--- src/rtl/cpuclk_pkg.sv ---
package cpuclk_pkg;

    typedef enum logic [1:0] {
        SRC_MAIN_D2 = 2'b00,
        SRC_MAIN_D8 = 2'b01,
        SRC_RING    = 2'b10,
        SRC_MAIN_X1 = 2'b11
    } clk_src_e;

    typedef enum logic [1:0] {
        PS_RUN,
        PS_WAIT,
        PS_STOP,
        PS_STAB
    } pwr_state_e;

    typedef struct packed {
        clk_src_e src;
        logic     main_on;
        logic     ring_on;
        logic     stop_lock;
    } clk_cfg_t;

endpackage

--- src/rtl/cpuclk_div.sv ---
module cpuclk_div #(
    parameter int FAST_DIV = 2,
    parameter int SLOW_DIV = 8
) (
    input  logic clk,
    input  logic rst_n,
    input  logic main_pulse,
    output logic fast_pulse,
    output logic slow_pulse
);
    localparam int CNT_W = $clog2(SLOW_DIV);
    localparam logic [CNT_W-1:0] FAST_MASK = CNT_W'(FAST_DIV - 1);
    localparam logic [CNT_W-1:0] SLOW_MASK = CNT_W'(SLOW_DIV - 1);

    logic [CNT_W-1:0] cnt;

    // Free-running phase counter, advanced only by enabled main ticks.
    always_ff @(posedge clk or negedge rst_n) begin
        if (!rst_n)
            cnt <= '0;
        else if (main_pulse)
            cnt <= cnt + CNT_W'(1);
    end

    assign fast_pulse = main_pulse && ((cnt & FAST_MASK) == FAST_MASK);
    assign slow_pulse = main_pulse && (cnt == SLOW_MASK);

endmodule

--- src/rtl/cpuclk_cfg.sv ---
module cpuclk_cfg
    import cpuclk_pkg::*;
(
    input  logic     clk,
    input  logic     rst_n,
    input  logic     we,
    input  clk_cfg_t wr,
    input  logic     allow,
    input  logic     osc_is_rc,
    output clk_cfg_t cfg
);
    clk_cfg_t nxt;
    logic     src_ok;

    always_comb begin
        nxt    = cfg;
        src_ok = 1'b0;
        if (we && allow) begin
            nxt.main_on   = wr.main_on;
            nxt.ring_on   = wr.ring_on;
            nxt.stop_lock = wr.stop_lock;
            unique case (wr.src)
                SRC_RING:    src_ok = wr.ring_on;
                SRC_MAIN_X1: src_ok = wr.main_on && !osc_is_rc;
                default:     src_ok = wr.main_on;
            endcase
            if (src_ok)
                nxt.src = wr.src;
            // The oscillator feeding the resulting source must stay on.
            if (nxt.src == SRC_RING)
                nxt.ring_on = 1'b1;
            else
                nxt.main_on = 1'b1;
        end
    end

    always_ff @(posedge clk or negedge rst_n) begin
        if (!rst_n) begin
            cfg.src       <= SRC_RING;
            cfg.main_on   <= 1'b1;
            cfg.ring_on   <= 1'b1;
            cfg.stop_lock <= 1'b0;
        end else begin
            cfg <= nxt;
        end
    end

    // undivided main source never appears on an RC part
    a_r3_no_x1_on_rc: assert property (@(posedge clk) disable iff (!rst_n)
        (cfg.src == SRC_MAIN_X1 && $past(cfg.src) != SRC_MAIN_X1) |-> !$past(osc_is_rc));

    // configuration frozen while halted
    a_r11_frozen_halted: assert property (@(posedge clk) disable iff (!rst_n)
        !$past(allow) |-> $stable(cfg));

endmodule

--- src/rtl/cpuclk_pwr_fsm.sv ---
module cpuclk_pwr_fsm
    import cpuclk_pkg::*;
(
    input  logic       clk,
    input  logic       rst_n,
    input  logic       stop_req,
    input  logic       wait_req,
    input  logic       irq,
    input  logic       stab_done,
    input  logic       stop_ok,
    input  clk_src_e   src,
    input  logic       main_on,
    input  logic       ring_on,
    output pwr_state_e state,
    output logic       cpu_halt,
    output logic       main_osc_en,
    output logic       ring_osc_en,
    output logic       run_clk,
    output logic       stab_start
);
    pwr_state_e state_nxt;

    always_comb begin
        state_nxt = state;
        unique case (state)
            PS_RUN: begin
                if (stop_req && stop_ok)
                    state_nxt = PS_STOP;
                else if (wait_req)
                    state_nxt = PS_WAIT;
            end
            PS_WAIT: if (irq)       state_nxt = PS_RUN;
            PS_STOP: if (irq)       state_nxt = PS_STAB;
            PS_STAB: if (stab_done) state_nxt = PS_RUN;
            default:                state_nxt = PS_RUN;
        endcase
    end

    always_ff @(posedge clk or negedge rst_n) begin
        if (!rst_n) begin
            state      <= PS_RUN;
            stab_start <= 1'b0;
        end else begin
            state      <= state_nxt;
            stab_start <= (state == PS_STOP) && irq;
        end
    end

    always_comb begin
        cpu_halt    = 1'b1;
        run_clk     = 1'b0;
        main_osc_en = main_on;
        ring_osc_en = ring_on;
        unique case (state)
            PS_RUN: begin
                cpu_halt = 1'b0;
                run_clk  = 1'b1;
            end
            PS_WAIT: begin
                main_osc_en = main_on && (src != SRC_RING);
                ring_osc_en = ring_on && (src == SRC_RING);
            end
            PS_STOP: begin
                main_osc_en = 1'b0;
                ring_osc_en = 1'b0;
            end
            default: ;
        endcase
    end

    // stop entered only when permitted
    a_r5_stop_entry_legal: assert property (@(posedge clk) disable iff (!rst_n)
        (state == PS_STOP && $past(state) == PS_RUN) |-> $past(stop_ok));

    // wait left only through an interrupt
    a_r9_wait_exit_irq: assert property (@(posedge clk) disable iff (!rst_n)
        (state == PS_RUN && $past(state) == PS_WAIT) |-> $past(irq));

    // start pulse lasts one cycle
    a_r10_single_start: assert property (@(posedge clk) disable iff (!rst_n)
        stab_start |=> !stab_start);

    // settling ends only on the timer's done
    a_r10_stab_exit_done: assert property (@(posedge clk) disable iff (!rst_n)
        (state == PS_RUN && $past(state) == PS_STAB) |-> $past(stab_done));

endmodule

--- src/rtl/cpuclk_pwr_ctrl.sv ---
module cpuclk_pwr_ctrl
    import cpuclk_pkg::*;
#(
    parameter int FAST_DIV = 2,
    parameter int SLOW_DIV = 8
) (
    input  logic       clk,
    input  logic       rst_n,
    input  logic       cfg_we,
    input  logic [1:0] cfg_src,
    input  logic       cfg_main_on,
    input  logic       cfg_ring_on,
    input  logic       cfg_stop_lock,
    input  logic       osc_is_rc,
    input  logic       stop_req,
    input  logic       wait_req,
    input  logic       irq,
    input  logic       adc_busy,
    input  logic       osd_en,
    input  logic       stab_done,
    input  logic       main_tick,
    input  logic       ring_tick,
    output logic       cpu_clk_en,
    output logic       main_osc_en,
    output logic       ring_osc_en,
    output logic       cpu_halt,
    output logic       stab_start
);
    clk_cfg_t   wr_word;
    clk_cfg_t   cfg;
    pwr_state_e state;
    logic       run_clk;
    logic       stop_ok;
    logic       main_pulse;
    logic       ring_pulse;
    logic       fast_pulse;
    logic       slow_pulse;
    logic       src_pulse;

    assign wr_word = '{src: clk_src_e'(cfg_src), main_on: cfg_main_on,
                       ring_on: cfg_ring_on, stop_lock: cfg_stop_lock};

    cpuclk_cfg u_cfg (
        .clk       (clk),
        .rst_n     (rst_n),
        .we        (cfg_we),
        .wr        (wr_word),
        .allow     (!cpu_halt),
        .osc_is_rc (osc_is_rc),
        .cfg       (cfg)
    );

    assign stop_ok = !osd_en && !cfg.stop_lock && !adc_busy && (cfg.src != SRC_RING);

    cpuclk_pwr_fsm u_fsm (
        .clk         (clk),
        .rst_n       (rst_n),
        .stop_req    (stop_req),
        .wait_req    (wait_req),
        .irq         (irq),
        .stab_done   (stab_done),
        .stop_ok     (stop_ok),
        .src         (cfg.src),
        .main_on     (cfg.main_on),
        .ring_on     (cfg.ring_on),
        .state       (state),
        .cpu_halt    (cpu_halt),
        .main_osc_en (main_osc_en),
        .ring_osc_en (ring_osc_en),
        .run_clk     (run_clk),
        .stab_start  (stab_start)
    );

    assign main_pulse = main_tick && main_osc_en;
    assign ring_pulse = ring_tick && ring_osc_en;

    cpuclk_div #(.FAST_DIV(FAST_DIV), .SLOW_DIV(SLOW_DIV)) u_div (
        .clk        (clk),
        .rst_n      (rst_n),
        .main_pulse (main_pulse),
        .fast_pulse (fast_pulse),
        .slow_pulse (slow_pulse)
    );

    always_comb begin
        unique case (cfg.src)
            SRC_MAIN_D2: src_pulse = fast_pulse;
            SRC_MAIN_D8: src_pulse = slow_pulse;
            SRC_RING:    src_pulse = ring_pulse;
            SRC_MAIN_X1: src_pulse = main_pulse;
            default:     src_pulse = 1'b0;
        endcase
    end

    assign cpu_clk_en = run_clk && src_pulse;

    // no CPU clock while halted
    a_r7_no_clk_halted: assert property (@(posedge clk) disable iff (!rst_n)
        cpu_halt |-> !cpu_clk_en);

    // full shutdown never entered from the ring source or during conversion
    a_r5_stop_guard: assert property (@(posedge clk) disable iff (!rst_n)
        ($rose(cpu_halt) && !main_osc_en && !ring_osc_en)
            |-> $past(cfg.src != SRC_RING && !adc_busy && !osd_en));

    // in wait the selected source keeps its oscillator
    a_r8_wait_src_alive: assert property (@(posedge clk) disable iff (!rst_n)
        (state == PS_WAIT) |-> ((cfg.src == SRC_RING) ? ring_osc_en : main_osc_en));

endmodule

--- config.mk ---
export PLATFORM = sky130hd
export DESIGN_NAME = cpuclk_pwr_ctrl
export DESIGN_NICKNAME = d
export VERILOG_FILES = /design/src/rtl/cpuclk_pkg.sv /design/src/rtl/cpuclk_div.sv /design/src/rtl/cpuclk_cfg.sv /design/src/rtl/cpuclk_pwr_fsm.sv /design/src/rtl/cpuclk_pwr_ctrl.sv
export SDC_FILE = /design/constraint.sdc
export NUM_CORES = 1
export LEC_CHECK = 0
export BUFFER_PORTS_ARGS = -buffer_cell sky130_fd_sc_hd__clkbuf_2
export CELL_PAD_IN_SITES_DETAIL_PLACEMENT = 0
export CELL_PAD_IN_SITES_GLOBAL_PLACEMENT = 1
export CORE_UTILIZATION = 25
export CTS_BUF_LIST = sky130_fd_sc_hd__clkbuf_16
export CTS_CLUSTER_SIZE = 20
export DETAILED_ROUTE_END_ITERATION = 8
export GPL_TIMING_DRIVEN = 0
export HOLD_SLACK_MARGIN = 0.02
export PLACE_DENSITY_LB_ADDON = 0.15
export SLEW_MARGIN = 10
export SYNTH_ARGS = -nofsm -noshare
export SYNTH_HDL_FRONTEND = slang
export SYNTH_SLANG_ARGS = --single-unit
--- constraint.sdc ---
create_clock -name clk -period 1.6 [get_ports clk]
set_input_delay 0.08 -clock clk [delete_from_list [all_inputs] [get_ports clk]]
set_output_delay 0.08 -clock clk [all_outputs]
set_load 0.02 [all_outputs]
Yosys cells after proc, flatten, opt, wreduce, memory -nomap -nowiden
Cells that the tools add are included.
{"block": "op_classes", "n_reduce_logical": 21, "n_mux": 17, "add_sub_neg": 1, "eq_ne": 15}
{"op": "$eq 2x2->1 const B", "n": 7}
{"op": "$logic_and 1x1->1", "n": 14}
{"op": "$mux 2", "n": 7}
{"op": "$ne 2x2->1 const B", "n": 4}
{"op": "$pmux 2 s4", "n": 1}
{"op": "$pmux 1 s2", "n": 3}
{"op": "$mux 1", "n": 5}
{"op": "$eq 2x1->1 const B", "n": 2}
{"op": "$logic_not 1->1", "n": 4}
{"op": "$logic_not 2->1", "n": 2}
{"op": "$pmux 1 s4", "n": 1}
{"op": "$reduce_and 4->1", "n": 1}
{"op": "$add 3x1->3 const B", "n": 1}
{"op": "$eq 3x3->1 const B", "n": 1}
{"op": "$ne 3x2->1 const B", "n": 1}
{"block": "word_totals", "register_bits": 11, "in_bits": 17, "out_inout_bits": 5, "word_cells": 61}

Logic depth before layout (Yosys ltp)
{"block": "logic_depth", "depth_word": 8, "depth_mapped": 6}

Cells and area by module
A second synthesis with hierarchy kept.
{"block": "unflattened", "cells_unflattened": 74, "hier_area_um2": 749.5}
{"mod": "cpuclk_cfg", "area_per_inst_um2": 270.3, "cells_per_inst": 27, "instances": 1}
{"mod": "cpuclk_pwr_fsm", "area_per_inst_um2": 267.8, "cells_per_inst": 27, "instances": 1}
{"mod": "cpuclk_div", "area_per_inst_um2": 146.4, "cells_per_inst": 10, "instances": 1}
{"mod": "cpuclk_pwr_ctrl", "area_per_inst_um2": 65.1, "cells_per_inst": 10, "instances": 1}

Least setup slack after synthesis
OpenSTA, ideal clock, no wires.
{"block": "synth_path", "path_kind": "register to output", "start": "register u_fsm.state[0]", "end": "output port cpu_clk_en", "setup_slack_ps": -313, "arrival_time_ps": 1833, "path_stages_with_launch": 6, "t_required_ps": 1520, "path_cell_list": "dfrtp_1 > inv_1 > ha_1 > a21boi_0 > nand3_1 > a21oi_1"}
{"item": "start, declared", "line": "cpuclk_pwr_fsm.sv:14", "text": "output pwr_state_e state,"}
{"item": "start signal, assigned", "line": "cpuclk_pwr_fsm.sv:44", "text": "state <= state_nxt;"}
{"item": "$eq 2x2->1 or $eq 2x1->1 (tied branches)", "line": "cpuclk_pwr_fsm.sv:54", "text": "unique case (state)"}
{"item": "$pmux 1 s2 (*)", "line": "cpuclk_pwr_fsm.sv:54"}
{"item": "via ring_osc_en", "line": "cpuclk_pwr_ctrl.sv:25", "text": "output logic ring_osc_en,"}
{"item": "$logic_and 1x1->1 (*)", "line": "cpuclk_pwr_ctrl.sv:75", "text": "assign ring_pulse = ring_tick && ring_osc_en;"}
{"item": "$pmux 1 s4 (*)", "line": "cpuclk_pwr_ctrl.sv:86", "text": "unique case (cfg.src)"}
{"item": "$logic_and 1x1->1 (*)", "line": "cpuclk_pwr_ctrl.sv:95", "text": "assign cpu_clk_en = run_clk && src_pulse;"}
{"item": "end, declared", "line": "cpuclk_pwr_ctrl.sv:23", "text": "output logic cpu_clk_en,"}
The timed path passes the listed nets; every way through them passes the cells marked *.

Worst setup path after layout
{"block": "layout_path", "start": "register u_fsm.state[1]", "end": "output port cpu_clk_en"}
{"block": "layout_via", "elab_chain_len": 6}
{"item": "$eq 2x2->1 or $eq 2x1->1 (tied branches)", "line": "cpuclk_pwr_fsm.sv:54"}
{"item": "$pmux 1 s2", "line": "cpuclk_pwr_fsm.sv:54"}
{"item": "$logic_and 1x1->1", "line": "cpuclk_pwr_ctrl.sv:74", "text": "assign main_pulse = main_tick && main_osc_en;"}
{"item": "$logic_and 1x1->1 (on tied branches)", "line": "cpuclk_div.sv:26, cpuclk_div.sv:25"}
{"item": "$pmux 1 s4", "line": "cpuclk_pwr_ctrl.sv:86"}
{"item": "$logic_and 1x1->1 (*)", "line": "cpuclk_pwr_ctrl.sv:95"}
Every way passes the cells marked *; elsewhere a longest branch is shown, timed or not.

==> results.sh <==
export IMPL_post_route_min_period_ps=1650
export IMPL_track_usage=0.124
export IMPL_dp_cells=126
export IMPL_fin_nets=132
export IMPL_synth_edf_count=0
export IMPL_portBuffers=21
export IMPL_synthSimpleGateAreaFrac=0.239
export IMPL_startpoint_type="flip-flop"
export IMPL_vias_per_cell=4.67
export IMPL_tritoncts="done"
export IMPL_grt_max_degree=12
export IMPL_clk_pin_slew_ps=40
export IMPL_synth_seq_area_share=0.379
export IMPL_muxShareOfSynthArea=0.0764
export IMPL_leakage_nw=0.501
export IMPL_final_cell_count_no_fill=139
export IMPL_clock_root_buffer="clkbuf_16"
export IMPL_synthAdderAreaFrac=0.102
export IMPL_die_area_mm2=0.00317
export IMPL_routed_wl_um=1700
export IMPL_grt_pass1_wl_um=2970
export IMPL_synth_xor_area_share=0.0119
export IMPL_drt_pass1_iter_count=4
export IMPL_ys_ff_latch=11
export IMPL_critical_path_required_ps=1520
export IMPL_max_freq_mhz=605
export IMPL_synth_compound_area_frac=0.160
export IMPL_hp_start="cfg_stop_lock"
export IMPL_yosys_warnings=0
export IMPL_area_growth_pct=50.8
export IMPL_grt_pass1_vias=668
export IMPL_placed_cell_area_um2=885
export IMPL_synthesis_area_um2=737
export IMPL_core_area_mm2=0.00278
export IMPL_die_w_um=56.3
export IMPL_powerDensity_mw_per_mm2=2200
export IMPL_fillers=283
export IMPL_cap_violations=0
export IMPL_n_antenna_cell=0
export IMPL_cts_buffers=3
export IMPL_dr_total_vias=649
export IMPL_hold_path_class="in2reg"
export IMPL_arrival_ps=1570
export IMPL_skew_ps=2.39
export IMPL_synth_cell_types=29
export IMPL_die_y_um=56.3
export IMPL_crit_start="u_fsm.state[1]$_DFFE_PN0P_"
export IMPL_cpMaxStageDelayCell="dfrtp_2"
export IMPL_fin_crit_sh=1.03
export IMPL_final_cell_area_mm2=0.00111
export IMPL_grt_overflow_total=0
export IMPL_io_pins=22
export IMPL_setup_tns_ps=-80.7
export IMPL_clockBufferDepth=2
export IMPL_worstReg2RegStart="u_fsm.state[1]$_DFFE_PN0P_"
export IMPL_initial_core_util=0.265
export IMPL_fin_ws_ps=-54.2
export IMPL_setup_violations_final=2
export IMPL_drc_errors=0
export IMPL_worstMarginPinSlew_ps=292
export IMPL_grt_antenna_before_repair=0
export IMPL_gp_congestion=0.817
export IMPL_antenna_left=0
export IMPL_clk_latency_ps=240
export IMPL_wl_per_cell_um=12.2
export IMPL_ys_dominant_reg_cell="dfrtp_1"
export IMPL_synthCells=74
export IMPL_htree_levels=1
export IMPL_hpwl_um=1230
export IMPL_synthArstFlopShare=1.00
export IMPL_crit_type="reg2out"
export IMPL_crit_path_max_fanout=4
export IMPL_syn_avg_cell_area_um2=9.96
export IMPL_final_util=0.399
export IMPL_cts_sinks=11
export IMPL_outcome="finished, violations left"
export IMPL_end_kind="output port"
export IMPL_violations="setup timing"
export IMPL_num_rows=19
export IMPL_slowest_delay_ps=440
export IMPL_worst_slew_margin_rel=0.806
export IMPL_drtIter0Drc=7
export IMPL_synth_top_family_by_area="simple AND/OR/NAND/NOR gates"
export IMPL_drive_above_1_share=0.556
export IMPL_crit_chain="inv_4 > ha_4 > nand3b_1 > a21boi_2 > nand3_1 > a21oi_1 > buf_4"
export IMPL_syn_nets=97
export IMPL_vdd_ir_drop_max_mv=1.07
export IMPL_final_hold_violation_count=0
export IMPL_rsz0062_at_grt="yes"
export IMPL_slew_violations=0
==> where the power goes <==
group / internal, mW / total, mW / switching (mW)
Combinational: 0.732 / 1.41 / 0.683
Clock: 0.328 / 0.448 / 0.120
Sequential: 0.447 / 0.583 / 0.136
==> cell usage in the layout (no fill, tap or decap), types with 3 or more instances in the layout <==
master,instances
buf_4,10
clkbuf_16,3
dfstp_2,3
nand2b_1,3
nor2_1,4
o21ai_2,3
ha_4,3
clkbuf_2,19
nand2_1,4
dfrtp_1,7
mux2_2,5
inv_1,4
a21oi_1,5
and2_1,4
==> metal layers <==
metal,track usage,part of all wire,up-vias
li1,-,-,326
met5,0,0,-
met4,0.0523,0.0082,0
met2,0.204,0.49,16
met1,0.149,0.46,305
met3,0.0369,0.042,2
==> flip-flops by register name (all words and copies together), names as in the netlist <==
signal            flops
u_div.cnt             3
u_fsm.state           2
u_fsm.stab_start      1
u_cfg.cfg             5
==> metrics by stage <==
stage          setup WS [ps]  total power [mW]  hold slack [ps]
2_1_floorplan           4.10              1.33             -216
3_3_place_gp            -115              1.61            -20.9
3_5_place_dp            -106              1.60            -22.0
4_1_cts                -72.2              2.33             74.4
5_1_grt                -90.2              2.63             85.8
6_report               -54.2              2.45             74.9
==> final timing paths <==
path                       cells past startpoint  slack, ps                    endpoint
max                                            7        -50                  cpu_clk_en
min                                            2         70    u_cfg.cfg[0]$_DFFE_PN0P_
max reg2reg                                    5        -30  u_fsm.state[0]$_DFFE_PN0P_
min reg2reg                                    1        510    u_cfg.cfg[0]$_DFFE_PN0P_
max in group asynchronous                      2       1060    u_cfg.cfg[4]$_DFFE_PN1P_
min in group asynchronous                      2        260  u_fsm.stab_start$_DFF_PN0_
==> repair_timing <==
| item | 4_1_cts | 5_1_grt |
|---|---|---|
| endpoints found under the setup margin | 4 | 8 |
| endpoints found under the hold margin | 11 | 0 |
| pin swaps | 2 | 6 |
| setup buffers | 7 | 1 |
| gates resized for setup | 10 | 11 |
| hold buffers | 1 | 0 |
==> cell type report <==
| cell class | count | area, um^2 | share of cell area |
|---|---|---|---|
| multi-input cells | 57 | 507 | 0.456 |
| flip-flops and latches | 11 | 280 | 0.252 |
| repair buffers | 30 | 180 | 0.162 |
| clock buffers | 3 | 75.1 | 0.0676 |
| well taps | 31 | 38.8 | 0.0349 |
| inverters | 5 | 21.3 | 0.0191 |
| plain buffers | 1 | 5.00 | 0.00450 |
| clock inverters | 1 | 3.75 | 0.00338 |
==> worst max-delay path, delay by kind of cell (launching register included) <==
family,cells,cell delay [ps]
adders and majority gates,1,140
DFF,1,440
buffers and inverters,2,250
AOI/OAI and AO/OA,2,320
and+or+nand+nor,2,180
==> synthesized netlist by cell type (all sizes together), types with 3 or more instances <==
cell / number / area share
ha: 6 / 0.10
a21boi: 3 / 0.031
inv: 5 / 0.025
a21oi: 5 / 0.034
mux2: 5 / 0.076
dfstp: 3 / 0.11
nand2: 4 / 0.020
or2: 3 / 0.025
nand2b: 3 / 0.025
o21ai: 5 / 0.039
and2: 4 / 0.034
nor2: 4 / 0.020
dfrtp: 8 / 0.27
==> kinds of logic (layout without fill, tap and decap cells) <==
logic type,Yosys count,count (layout)
XOR/XNOR,1,1
AO/OA/AOI/OAI,18,18
flip-flops,11,11
AND/OR/NAND/NOR,27,27
multiplexers,5,5
adder cells (fa/ha/maj),6,6
buffers and inverters,6,40
No activity file was read; power rests on OpenSTA's default activity.
